===== src/rtl/alsu_pkg.sv =====
package alsu_pkg;
  typedef enum logic [1:0] {
    GRP_ARITH = 2'b00,
    GRP_LOGIC = 2'b01,
    GRP_SHR   = 2'b10,
    GRP_SHL   = 2'b11
  } grp_e;

  typedef enum logic [1:0] {
    YSEL_B    = 2'b00,
    YSEL_NOTB = 2'b01,
    YSEL_ZERO = 2'b10,
    YSEL_ONES = 2'b11
  } ysel_e;

  typedef enum logic [1:0] {
    LOP_AND  = 2'b00,
    LOP_OR   = 2'b01,
    LOP_XOR  = 2'b10,
    LOP_NOTA = 2'b11
  } lop_e;
endpackage


===== src/rtl/alsu_arith.sv =====
module alsu_arith
  import alsu_pkg::*;
#(
  parameter int N = 8
) (
  input  logic [N-1:0] a,
  input  logic [N-1:0] b,
  input  logic [1:0]   op,
  input  logic         cin,
  output logic [N-1:0] sum,
  output logic         co
);
  localparam int W = N + 1;

  function automatic logic [N-1:0] pick_y(input logic [N-1:0] bv, input logic [1:0] s);
    case (ysel_e'(s))
      YSEL_B:    return bv;
      YSEL_NOTB: return ~bv;
      YSEL_ZERO: return '0;
      default:   return '1;
    endcase
  endfunction

  function automatic logic [W-1:0] add3(input logic [N-1:0] x, input logic [N-1:0] y,
                                        input logic c);
    return {1'b0, x} + {1'b0, y} + {{N{1'b0}}, c};
  endfunction

  logic [N-1:0] y_mux;
  logic [W-1:0] wide;

  assign y_mux = pick_y(b, op);
  assign wide  = add3(a, y_mux, cin);
  assign sum   = wide[N-1:0];
  assign co    = wide[N];


  always_comb begin
    if (op == 2'b10 && cin == 1'b0) begin
      transfer_chk: assert (sum == a && co == 1'b0);
    end
  end
endmodule


===== src/rtl/alsu_logic.sv =====
module alsu_logic
  import alsu_pkg::*;
#(
  parameter int N = 8
) (
  input  logic [N-1:0] a,
  input  logic [N-1:0] b,
  input  logic [1:0]   op,
  output logic [N-1:0] res
);
  function automatic logic bit_op(input logic x, input logic y, input logic [1:0] s);
    case (lop_e'(s))
      LOP_AND: return x & y;
      LOP_OR:  return x | y;
      LOP_XOR: return x ^ y;
      default: return ~x;
    endcase
  endfunction

  for (genvar i = 0; i < N; i++) begin : g_bit
    assign res[i] = bit_op(a[i], b[i], op);
  end
endmodule


===== src/rtl/alsu_shift.sv =====
module alsu_shift #(
  parameter int N = 8
) (
  input  logic [N-1:0] a,
  output logic [N-1:0] shr,
  output logic [N-1:0] shl
);
  for (genvar i = 0; i < N; i++) begin : g_pos
    if (i == N - 1) begin : g_top
      assign shr[i] = 1'b0;
    end else begin : g_r
      assign shr[i] = a[i+1];
    end
    if (i == 0) begin : g_bot
      assign shl[i] = 1'b0;
    end else begin : g_l
      assign shl[i] = a[i-1];
    end
  end


  always_comb begin
    shr_fill_chk: assert (shr[N-2:0] == a[N-1:1]);
  end
endmodule


===== src/rtl/alsu_reg.sv =====
module alsu_reg
  import alsu_pkg::*;
#(
  parameter int N = 8
) (
  input  logic         clk,
  input  logic         rst,
  input  logic         ld_en,
  input  logic [N-1:0] a_in,
  input  logic [N-1:0] b_in,
  input  logic [3:0]   sel,
  input  logic         cin,
  output logic [N-1:0] f_q,
  output logic         cout_q,
  output logic         zero_q
);
  grp_e         grp;
  logic [N-1:0] arith_res;
  logic         arith_co;
  logic [N-1:0] logic_res;
  logic [N-1:0] shr_res;
  logic [N-1:0] shl_res;
  logic [N-1:0] f_next;
  logic         co_next;
  logic         load_fire;

  assign grp       = grp_e'(sel[3:2]);
  assign load_fire = ld_en & ~rst;

  alsu_arith #(.N(N)) u_arith (
    .a(a_in), .b(b_in), .op(sel[1:0]), .cin(cin), .sum(arith_res), .co(arith_co)
  );
  alsu_logic #(.N(N)) u_logic (
    .a(a_in), .b(b_in), .op(sel[1:0]), .res(logic_res)
  );
  alsu_shift #(.N(N)) u_shift (
    .a(a_in), .shr(shr_res), .shl(shl_res)
  );

  always_comb begin
    co_next = 1'b0;
    case (grp)
      GRP_ARITH: begin f_next = arith_res; co_next = arith_co; end
      GRP_LOGIC: f_next = logic_res;
      GRP_SHR:   f_next = shr_res;
      default:   f_next = shl_res;
    endcase
  end

  always_ff @(posedge clk) begin
    if (rst) begin
      f_q    <= '0;
      cout_q <= 1'b0;
      zero_q <= 1'b0;
    end else if (ld_en) begin
      f_q    <= f_next;
      cout_q <= co_next;
      zero_q <= (f_next == '0);
    end
  end


  hold_chk: assert property (@(posedge clk) disable iff (rst)
    !ld_en |=> ($stable(f_q) && $stable(cout_q) && $stable(zero_q)));


  reset_clear_chk: assert property (@(posedge clk)
    rst |=> (f_q == '0 && !cout_q && !zero_q));


  zero_flag_chk: assert property (@(posedge clk) disable iff (rst)
    load_fire |=> (zero_q == (f_q == '0)));


  carry_quiet_chk: assert property (@(posedge clk) disable iff (rst)
    (load_fire && sel[3:2] != 2'b00) |=> !cout_q);


  not_a_chk: assert property (@(posedge clk) disable iff (rst)
    (load_fire && sel == 4'b0111) |=> (f_q == ~$past(a_in)));
endmodule


===== config.mk =====
export PLATFORM = sky130hd
export DESIGN_NAME = alsu_reg
export DESIGN_NICKNAME = d
export VERILOG_FILES = /design/src/rtl/alsu_pkg.sv /design/src/rtl/alsu_arith.sv /design/src/rtl/alsu_logic.sv /design/src/rtl/alsu_shift.sv /design/src/rtl/alsu_reg.sv
export SDC_FILE = /design/constraint.sdc
export NUM_CORES = 1
export LEC_CHECK = 0
export ABC_AREA = 1
export BUFFER_PORTS_ARGS = -buffer_cell sky130_fd_sc_hd__buf_2
export CORE_ASPECT_RATIO = 0.75
export CORE_MARGIN = 5
export CORE_UTILIZATION = 27
export CTS_CLUSTER_DIAMETER = 60
export DETAILED_ROUTE_END_ITERATION = 8
export SLEW_MARGIN = 10
export SYNTH_ARGS = -nofsm -noshare
export SYNTH_HDL_FRONTEND = slang
export SYNTH_SLANG_ARGS = --single-unit

===== constraint.sdc =====
create_clock -name clk -period 4.16 [get_ports clk]
set_input_delay 1.04 -clock clk [delete_from_list [all_inputs] [get_ports clk]]
set_output_delay 1.04 -clock clk [all_outputs]
set_load 0.005 [all_outputs]

==> results.txt, run 1 <==
Run status: completed
Worst Setup Slack, final: 0.565 ns
Worst-margin pin slew: 0.466 ns
Remaining DRCs: 0
Post-route ant nets: 0
RSZ-0062 raised after global routing: false
Die area: 7610 µm²
Peak supply drop: 0.0877 mV
Post-synthesis sequential area ratio: 12.5%
CP required: 4.33 ns
Clock Power Share: 28.8%
Synth top area share: 17.9%
First-pass GRT wire length: 7710 µm
Drt wl/cell: 12.0 µm
Port Buf Inserts: 33
Area grow syn2layout: 17.0%
# hold bufs at CTS: 0
Final instance area: 1880 µm²
Reg clk slew, reported paths: 0.05 ns
Worst setup EP type: register
Initial Util: 27.7%
Root Buffer Master: clkbuf_8
Critical Path Source Type: input port
Via Count: 1703
Netlist cell types: 24
Post-CTS Setup Repair Bufs: 0
Slew headroom: 68.8%
Post-Syn Instances: 268
Share of cells above drive strength 1: 17.7%
WHS: 0.468 ns
Vias in the first global route: 1656
Xor/xnor share of the synthesized area: 0%
Sw Ratio: 37.5%
Sequential share of power: 26.1%
Slowest-stage cell, CP: fa_1
I/O Pins: 34
Post-synth top cells: nand2_1, inv_1, o21ai_0
Die Y: 76.8 µm
Critical path's top delay family: simple AND/OR/NAND/NOR gates
Core area: 5800 µm²
Power Density: 216 nW/µm²
Peak Freq: 278 MHz
Final wirelength: 4540 µm
DP Worst Slack: 0.382 ns
Setup CP Type: in2reg
Cell Area, Synth: 1610 µm²
Yosys Warn Count: 0
Worst skew pair latency: 0.23 ns
Placed cell area: 1830 µm²
Lkg Pwr: 1.09 nW
Slew Viols, Final: 0
Top-count cell post-synth: nand2_1
Die width: 99.1 µm
Dpl cells: 374
Critical Path Max Stage Delay: 0.42 ns
Minimum clock period: 3.60 ns
Post-synthesis simple-gate area fraction: 32.4%
PostCTS Resize Cnt: 0
Synthesized area per cell: 6.00 µm²
Crit-path cells: buf_2 > nor2_2 > nor2_1 > nand2_1 > o21ai_0 > fa_1 > fa_1 > inv_1 > nand2_1 > nand2_1 > nand3_1 > nand3_1 > nand3_1 > nand2_1 > nand2_1 > nor2_1 > nand3_1 > a21oi_2
Asr flop ratio synth: 0%
HPWL after detailed placement: 3830 µm
H-tree lvl count: 1
Sw Pwr: 0.153 mW
Top_reg_cell synth: dfxtp_1
Adder-Cell Fraction of Synth Area: 20.4%
Clk_skew: 0 ns
Row count: 24
DRT iter0 DRCs: 64
Period utilisation layout: 86.4%
RePlAce Congestion: 0.868
Compound-Gate Fraction of Synth Area: 19.0%
Max cap viols: 0
Post-Syn Nets: 317
NumNets Final: 350
Yosys reg bits: 10
Setup TNS: 0 ns
Largest net degree at the start of global routing: 22
CP Max Fanout: 21
EDFF count, synth: 0
Cell-internal power: 0.254 mW
Critical Path Most Common Cell: nand2_1
Worst path buffer plus inverter count: 2
Hold violation count in the final report: 0
Total track usage: 12.1%
Combinational cell fraction of total power: 45.1%
1st-pass router iterations: 4
Clk buf depth: 2
Post-synthesis mux area share: 0%
Largest area contributor in the netlist: ha_1
Clock sink count: 10
Critical path arrival: 3.76 ns
GR Overflow Total: 0
Setup Viol. Count Final: 0
Via density: 4.51
Main combinational cell family by area after synthesis: simple AND/OR/NAND/NOR gates
Antenna violations before repair: 0
Dominant cells by area after synthesis: ha_1, nand2_1, dfxtp_1
Cts bufs inserted: 3
Final Instance Count excl. Fillers: 378
CTS tree: yes
Hold crit path type: reg2reg
N_diodes: 0
sequential cells by signal, indices dropped and copies added, names as in the netlist:
name and cells:
cout_q 1, f_q 8, zero_q 1
metal layers:
metal | GRT usage, % | part of all wire, % | vias to the layer above
li1 | - | - | 915
met1 | 16.7 | 49 | 732
met2 | 19.4 | 43 | 50
met3 | 3.26 | 6.9 | 6
met4 | 1.64 | 1.1 | 0
met5 | 0 | 0 | -
cell usage in the layout, fill, tap and decap left out, types with 2 or more instances in the layout:
cell and count:
a21oi_2 4, a21oi_1 12, clkbuf_8 4, o211ai_1 7
nor2_4 2, nand3_1 23, inv_2 3, fa_1 2
nand2_1 63, ha_1 23, o21ai_0 25, or2_2 2
nand2_2 3, dfxtp_1 10, buf_2 33, nor2_1 23
nand3b_1 3, inv_1 53
metrics by stage:
stage | util [%] | total power, mW
after floorplan | - | 0.234
after global placement | 31.5 | 0.289
after detailed placement | 31.5 | 0.290
after CTS | 32.5 | 0.410
after global routing | 32.5 | 0.448
final | 32.5 | 0.407
final timing paths:
kind / from / to / cells after the start / slack, ns
min reg2reg: cout_q$_SDFFE_PP0P_ / cout_q$_SDFFE_PP0P_ / 2 / 0.47
max: sel[0] / zero_q$_SDFFE_PP0P_ / 18 / 0.56
min: cout_q$_SDFFE_PP0P_ / cout_q$_SDFFE_PP0P_ / 2 / 0.47
max reg2reg: f_q[7]$_SDFFE_PP0P_ / f_q[7]$_SDFFE_PP0P_ / 4 / 3.51
area by class of cell:
type | instances | area (µm²)
fillers | 672 | 3910
clock buffers | 4 | 55.1
multi-input cells | 197 | 1150
flip-flops and latches | 10 | 200
inverters | 56 | 210
repair buffers | 33 | 165
well taps | 78 | 97.6
power by group through the flow:
stage,Clock [mW],Combinational [mW],Sequential (mW)
2_1_floorplan,0,0.126,0.109
3_3_place_gp,0,0.182,0.108
3_5_place_dp,0,0.182,0.108
4_1_cts,0.121,0.183,0.106
5_1_grt,0.127,0.214,0.107
6_report,0.117,0.184,0.106
kinds of logic (layout without fill, tap and decap cells):
group	after synthesis	in the layout
adders and majority gates	25	25
and+or+nand+nor	120	120
DFF	10	10
AOI/OAI and AO/OA	52	52
buffers and inverters	61	93
tightest hold or removal path, stage by stage, from the launching register on:
cell	delay [ns]
dfxtp_1	0.30
nand2_1	0.06
a21oi_1	0.06
No activity file was read; power rests on OpenSTA's default activity.
==> run 2, diff against run 1 <==
GPL_TIMING_DRIVEN = 0   (was default)
SKIP_LAST_GASP = 1   (was default)
SYNTH_HIERARCHICAL = 1   (was default)
==> results.txt, run 2 <==
Minimum clock period: 3.25 ns (was 3.60 ns)
Reg2Reg Setup Slack: 3.52 ns (was 3.51 ns)
N_diodes: 0 (unchanged)
Hold violation count in the final report: 0 (unchanged)
Cts bufs inserted: 3 (unchanged)
Worst setup EP type: register (unchanged)
Reg2reg start: f_q[4]$_SDFFE_PP0P_ (was f_q[7]$_SDFFE_PP0P_)
Die Y: 81.3 µm (was 76.8 µm)
Vias in the first global route: 1743 (was 1656)
Root Buffer Master: clkbuf_8 (unchanged)
Post-CTS Setup Repair Bufs: 0 (unchanged)
Commonest non-fill, non-tap cell in the layout: nand2_1 (unchanged)
Critical Path Most Common Cell: nand2_1 (unchanged)
Top_reg_cell synth: dfxtp_1 (unchanged)
Slew Viols, Final: 0 (unchanged)
Worst skew pair latency: 0.24 ns (was 0.23 ns)
Critical Path Source Type: input port (unchanged)
Placed cell area: 2090 µm² (was 1830 µm²)
Yosys Warn Count: 6 (was 0)
R2r worst-path depth: 2 (was 4)
Register Area: 200 µm² (unchanged)
HPWL after detailed placement: 3730 µm (was 3830 µm)
Lkg Pwr: 1.19 nW (was 1.09 nW)
Via density: 4.34 (was 4.51)
Cell-internal power: 0.280 mW (was 0.254 mW)
Clock sink count: 10 (unchanged)
GR Overflow Total: 0 (unchanged)
# hold bufs at CTS: 0 (unchanged)
Top-count cell post-synth: nand2_1 (unchanged)
Final instance area: 2150 µm² (was 1880 µm²)
Final wirelength: 4470 µm (was 4540 µm)
Post-Syn Instances: 289 (was 268)
Via Count: 1774 (was 1703)
Filler cell count: 746 (was 672)
RR Endpoint: f_q[4]$_SDFFE_PP0P_ (was f_q[7]$_SDFFE_PP0P_)
Setup Viol. Count Final: 0 (unchanged)
I/O Pins: 34 (unchanged)
Total Power: 0.452 mW (was 0.407 mW)
CP required: 4.34 ns (was 4.33 ns)
Critical path startpoint: sel[0] (unchanged)
Most flops, register: f_q (unchanged)
Sw Pwr: 0.172 mW (was 0.153 mW)
Setup CP Type: in2reg (unchanged)
Dominant cells by area after synthesis: ha_1, nand2_1, dfxtp_1 (unchanged)
Port Buf Inserts: 31 (was 33)
Post-route ant nets: 0 (unchanged)
Critical path arrival: 3.42 ns (was 3.76 ns)
Hold crit path type: reg2reg (unchanged)
Initial Util: 27.3% (was 27.7%)
DRT iter0 DRCs: 93 (was 64)
Synthesized area per cell: 6.33 µm² (was 6.00 µm²)
Core Util, Final: 32.0% (was 32.5%)
Max cap viols: 0 (unchanged)
Most frequent cells in the layout: nand2_1, inv_1, nand3_1 (was nand2_1, inv_1, buf_2)
Die width: 105 µm (was 99.1 µm)
Total track usage: 11.1% (was 12.1%)
Post-synth top cells: nand2_1, inv_1, nand3_1 (was nand2_1, inv_1, o21ai_0)
Critical path's top delay family: adder cells (was simple AND/OR/NAND/NOR gates)
Largest area contributor in the netlist: ha_1 (unchanged)
Largest registers: f_q: 8 flops, cout_q: 1 flops, zero_q: 1 flops (unchanged)
CP endpoint: zero_q$_SDFFE_PP0P_ (unchanged)
EDFF count, synth: 0 (unchanged)
Netlist cell types: 32 (was 24)
Setup TNS: 0 ns (unchanged)
Die area: 8530 µm² (was 7610 µm²)
Remaining DRCs: 0 (unchanged)
Yosys reg bits: 10 (unchanged)
Largest net degree at the start of global routing: 11 (was 22)
Antenna violations before repair: 0 (unchanged)
Sequential share of power: 23.6% (was 26.1%)
Row count: 26 (was 24)
Crit-path cells: buf_4 > xor2_4 > nand2_1 > o21ai_0 > fa_1 > fa_1 > inv_1 > nand3_1 > nand4_1 > nand2_1 > nand2_1 > nand3_1 > o21ai_1 > nand2_1 > nor2_1 > nand2_1 > a21oi_2 (was buf_2 > nor2_2 > nor2_1 > nand2_1 > o21ai_0 > fa_1 > fa_1 > inv_1 > nand2_1 > nand2_1 > nand3_1 > nand3_1 > nand3_1 > nand2_1 > nand2_1 > nor2_1 > nand3_1 > a21oi_2)
Area grow syn2layout: 17.5% (was 17.0%)
RSZ-0062 raised after global routing: false (unchanged)
Peak Freq: 308 MHz (was 278 MHz)
Period utilisation layout: 78.0% (was 86.4%)
Run status: completed (unchanged)
1st-pass router iterations: 4 (unchanged)
Share of cells above drive strength 1: 22.8% (was 17.7%)
Max reg flops: 8 (unchanged)
Peak supply drop: 0.106 mV (was 0.0877 mV)
Reg clk slew, reported paths: 0.05 ns (about the same)
Clk buf depth: 2 (unchanged)
Cell Area, Synth: 1830 µm² (was 1610 µm²)
Multi-input logic area: 1240 µm² (was 1150 µm²)
WHS: 0.472 ns (was 0.468 ns)
Worst path buffer plus inverter count: 2 (unchanged)
Asr flop ratio synth: 0% (unchanged)
Core area: 6700 µm² (was 5800 µm²)
PostCTS Resize Cnt: 0 (unchanged)
NumNets Final: 375 (was 350)
Slowest-stage cell, CP: fa_1 (unchanged)
Critical Path Max Stage Delay: 0.42 ns (about the same)
Clock Power Share: 27.0% (was 28.8%)
CP Max Fanout: 9 (was 21)
Power Density: 210 nW/µm² (was 216 nW/µm²)
CTS tree: yes (unchanged)
Post-synthesis sequential area ratio: 11.0% (was 12.5%)
Combinational cell fraction of total power: 49.4% (was 45.1%)
Synth top area share: 15.7% (was 17.9%)
RePlAce Congestion: 0.809 (was 0.868)
Critical path depth: 17 (was 18)
Drt wl/cell: 10.9 µm (was 12.0 µm)
Clk_skew: 0 ns (unchanged)
H-tree lvl count: 1 (unchanged)
Sw Ratio: 38.0% (was 37.5%)
First-pass GRT wire length: 7960 µm (was 7710 µm)
run 2: stage by stage:
stage          std cells  worst slack, ns
6_report             409            0.914
3_5_place_dp         405            0.666
4_1_cts              409            0.902
3_3_place_gp         405            0.676
2_1_floorplan        290            0.999
5_1_grt              409            0.679
run 2: worst reg2reg max path, stage by stage, from the launching register on:
cell,delay (ns)
dfxtp_1,0.30
o21ai_0,0.16
a21oi_1,0.06
run 2: cell type report:
| type | count | area share [%] |
|---|---|---|
| buffer | 24 | 8.92 |
| clock buffer | 4 | 2.56 |
| inverter | 51 | 9.27 |
| multi-input combinational | 205 | 57.8 |
| sequential | 10 | 9.32 |
| tap | 84 | 4.90 |
| timing repair buffer | 31 | 7.23 |
run 2: power by group through the flow:
stage	registers (mW)	logic, mW	clock network, mW
2_1_floorplan	0.109	0.162	0
3_3_place_gp	0.108	0.222	0
3_5_place_dp	0.108	0.224	0
4_1_cts	0.107	0.225	0.124
5_1_grt	0.107	0.260	0.131
6_report	0.107	0.223	0.122
run 2: kinds of logic after synthesis:
| logic type | synth area share (%) |
|---|---|
| compound gates | 10.5 |
| xor+xnor | 2.94 |
| fa+ha+maj | 17.9 |
| buf+inv | 21.4 |
| flops | 11.0 |
| other cells | 0.205 |
| simple gates | 36.1 |
run 2: how the worst min path moves through the flow:
stage / start / to / depth (start not counted)
after global routing: zero_q$_SDFFE_PP0P_ / zero_q$_SDFFE_PP0P_ / 2
after global placement: zero_q$_SDFFE_PP0P_ / zero_q$_SDFFE_PP0P_ / 2
final: zero_q$_SDFFE_PP0P_ / zero_q$_SDFFE_PP0P_ / 2
after detailed placement: zero_q$_SDFFE_PP0P_ / zero_q$_SDFFE_PP0P_ / 2
after floorplan: zero_q$_SDFFE_PP0P_ / zero_q$_SDFFE_PP0P_ / 2
after CTS: zero_q$_SDFFE_PP0P_ / zero_q$_SDFFE_PP0P_ / 2
run 2: per-layer routing:
layer | GRT usage, % | share of wire (%) | wire, µm | vias to the layer above
met5 | 0 | 0 | 0 | -
met4 | 2.17 | 1.3 | 57 | 0
met3 | 2.14 | 4.1 | 185 | 6
met2 | 18.0 | 42 | 1890 | 29
met1 | 15.4 | 52 | 2330 | 763
li1 | - | - | - | 976
==> run 3, diff against run 2 <==
clock period = 2.85 ns   (was 4.16 ns; I/O delays follow)
==> results.txt, run 3 (same netlist as run 2, synthesis figures left out) <==
Minimum clock period: 2.73 ns
Reg2reg start: f_q[4]$_SDFFE_PP0P_ (unchanged)
First-pass GRT wire length: 7970 µm (was 7960 µm)
HPWL after detailed placement: 3730 µm (unchanged)
Hold crit path type: reg2reg (unchanged)
Slowest-stage cell, CP: fa_2 (was fa_1)
Most flops, register: f_q (unchanged)
N_diodes: 0 (unchanged)
Die area: 8530 µm² (unchanged)
DRT iter0 DRCs: 111 (was 93)
Run status: completed (unchanged)
Crit-path cells: buf_12 > xor2_4 > nand2_1 > o21ai_2 > fa_2 > fa_2 > inv_2 > a21oi_2 > xnor2_1 > nand2_1 > nand3_2 > nand2_2 > nand3_2 > nor2_1 > nand2_1 > a21oi_2 (was buf_4 > xor2_4 > nand2_1 > o21ai_0 > fa_1 > fa_1 > inv_1 > nand3_1 > nand4_1 > nand2_1 > nand2_1 > nand3_1 > o21ai_1 > nand2_1 > nor2_1 > nand2_1 > a21oi_2)
CP required: 3.02 ns (was 4.34 ns)
Clk_skew: 0 ns (unchanged)
WHS: 0.463 ns (was 0.472 ns)
Largest net degree at the start of global routing: 11 (unchanged)
GR Overflow Total: 0 (unchanged)
CP Max Fanout: 7 (was 9)
NumNets Final: 380 (was 375)
Critical path's top delay family: adder cells (unchanged)
Reg2Reg Setup Slack: 2.20 ns (was 3.52 ns)
Dpl cells: 405 (unchanged)
Most frequent cells in the layout: nand2_1, inv_1, buf_2 (was nand2_1, inv_1, nand3_1)
Final wirelength: 4590 µm (was 4470 µm)
Placed cell area: 2090 µm² (unchanged)
Critical path startpoint: sel[0] (unchanged)
Worst skew pair latency: 0.24 ns (about the same)
Worst setup EP type: register (unchanged)
R2r worst-path depth: 2 (unchanged)
Max cap viols: 0 (unchanged)
Core Util, Final: 33.4% (was 32.0%)
Post-route ant nets: 0 (unchanged)
RSZ-0062 raised after global routing: true (was false)
Power Density: 306 nW/µm² (was 210 nW/µm²)
Remaining DRCs: 0 (unchanged)
Antenna violations before repair: 0 (unchanged)
RR Endpoint: f_q[4]$_SDFFE_PP0P_ (unchanged)
CTS tree: yes (unchanged)
H-tree lvl count: 1 (unchanged)
# hold bufs at CTS: 0 (unchanged)
Share of cells above drive strength 1: 27.3% (was 22.8%)
Clock sink count: 10 (unchanged)
Critical path depth: 16 (was 17)
Row count: 26 (unchanged)
CP endpoint: zero_q$_SDFFE_PP0P_ (unchanged)
Reg clk slew, reported paths: 0.05 ns (about the same)
Peak Freq: 366 MHz
Worst path buffer plus inverter count: 2 (unchanged)
Lkg Pwr: 1.23 nW (was 1.19 nW)
Period utilisation layout: 95.8%
Vias in the first global route: 1739 (was 1743)
Final Instance Count excl. Fillers: 414 (was 409)
Via Count: 1820 (was 1774)
Commonest non-fill, non-tap cell in the layout: nand2_1 (unchanged)
Slew Viols, Final: 0 (unchanged)
Initial Util: 27.3% (unchanged)
Core area: 6700 µm² (unchanged)
Critical path arrival: 2.91 ns (was 3.42 ns)
Total Power: 0.684 mW (was 0.452 mW)
Root Buffer Master: clkbuf_8 (unchanged)
Critical Path Max Stage Delay: 0.42 ns (about the same)
Setup Viol. Count Final: 0 (unchanged)
Drt wl/cell: 11.1 µm (was 10.9 µm)
1st-pass router iterations: 4 (unchanged)
Port Buf Inserts: 31 (unchanged)
Peak supply drop: 0.156 mV (was 0.106 mV)
Critical Path Source Type: input port (unchanged)
Setup CP Type: in2reg (unchanged)
Total track usage: 11.1% (about the same)
Critical Path Most Common Cell: nand2_1 (unchanged)
Die Y: 81.3 µm (unchanged)
RePlAce Congestion: 0.809 (unchanged)
Die width: 105 µm (unchanged)
Hold violation count in the final report: 0 (unchanged)
Area grow syn2layout: 22.5% (was 17.5%)
Cts bufs inserted: 3 (unchanged)
Max reg flops: 8 (unchanged)
Via density: 4.40 (was 4.34)
Largest registers: f_q: 8 flops, cout_q: 1 flops, zero_q: 1 flops (unchanged)
Final instance area: 2240 µm² (was 2150 µm²)
I/O Pins: 34 (unchanged)
Clk buf depth: 2 (unchanged)
==> run 3: cell types whose count changed in the layout (fill, tap and decap cells not counted), moves of 2 or more <==
cell | before | now
buf_4 | 18 | 23
fa_1 | 2 | 0
fa_2 | 0 | 2
nand3_1 | 32 | 28
nand3_2 | 1 | 5
o21ai_2 | 1 | 3
==> run 3: repair_timing <==
item                                    in CTS  in global routing
setup buffers                                0                  5
resized for setup                            2                 14
endpoints found under the setup margin       1                  2
pin swaps                                    0                 14
endpoints found under the hold margin        0                  0
==> run 3: worst min path at each step <==
stage | startpoint | end | slack [ns] | cells past startpoint
floorplan | zero_q$_SDFFE_PP0P_ | zero_q$_SDFFE_PP0P_ | 0.47 | 2
global placement | zero_q$_SDFFE_PP0P_ | zero_q$_SDFFE_PP0P_ | 0.46 | 2
detailed placement | zero_q$_SDFFE_PP0P_ | zero_q$_SDFFE_PP0P_ | 0.47 | 2
CTS | zero_q$_SDFFE_PP0P_ | zero_q$_SDFFE_PP0P_ | 0.47 | 2
global route | zero_q$_SDFFE_PP0P_ | zero_q$_SDFFE_PP0P_ | 0.49 | 2
finish | zero_q$_SDFFE_PP0P_ | zero_q$_SDFFE_PP0P_ | 0.46 | 2
==> run 3: area by class of cell <==
class	count	area [µm²]
timing repair buffer	36	195
clock buffer	4	55.1
inverter	51	199
buffer	24	204
multi-input combinational	205	1280
tap	84	105
fill	745	4460
sequential	10	200
==> run 3: worst reg2reg max path, delay by kind of cell (launching register included) <==
family             cells  cell delay, ns
DFF                    1            0.30
AOI/OAI and AO/OA      2            0.22
==> run 3: through the flow <==
| step | setup TNS [ns] | setup slack [ns] |
|---|---|---|
| after CTS | 0 | 0.0252 |
| after global placement | -0.463 | -0.307 |
| after floorplan | 0 | 0.0170 |
| after detailed placement | -0.457 | -0.317 |
| after global routing | -0.0647 | -0.0647 |
| final | 0 | 0.119 |
==> run 3: layer usage <==
metal	wire length, µm	vias up	part of all wire, %	track usage (%)
met3	176	6	3.8	2.14
met2	2010	27	44	18.0
met5	0	-	0	0
met4	63	0	1.4	2.30
met1	2340	800	51	15.4
li1	-	987	-	-
==> run 3: where the power goes <==
| group | internal (mW) | switching [mW] | total [mW] |
|---|---|---|---|
| registers | 0.151 | 0.00490 | 0.156 |
| clock network | 0.121 | 0.0566 | 0.178 |
| logic | 0.151 | 0.200 | 0.350 |
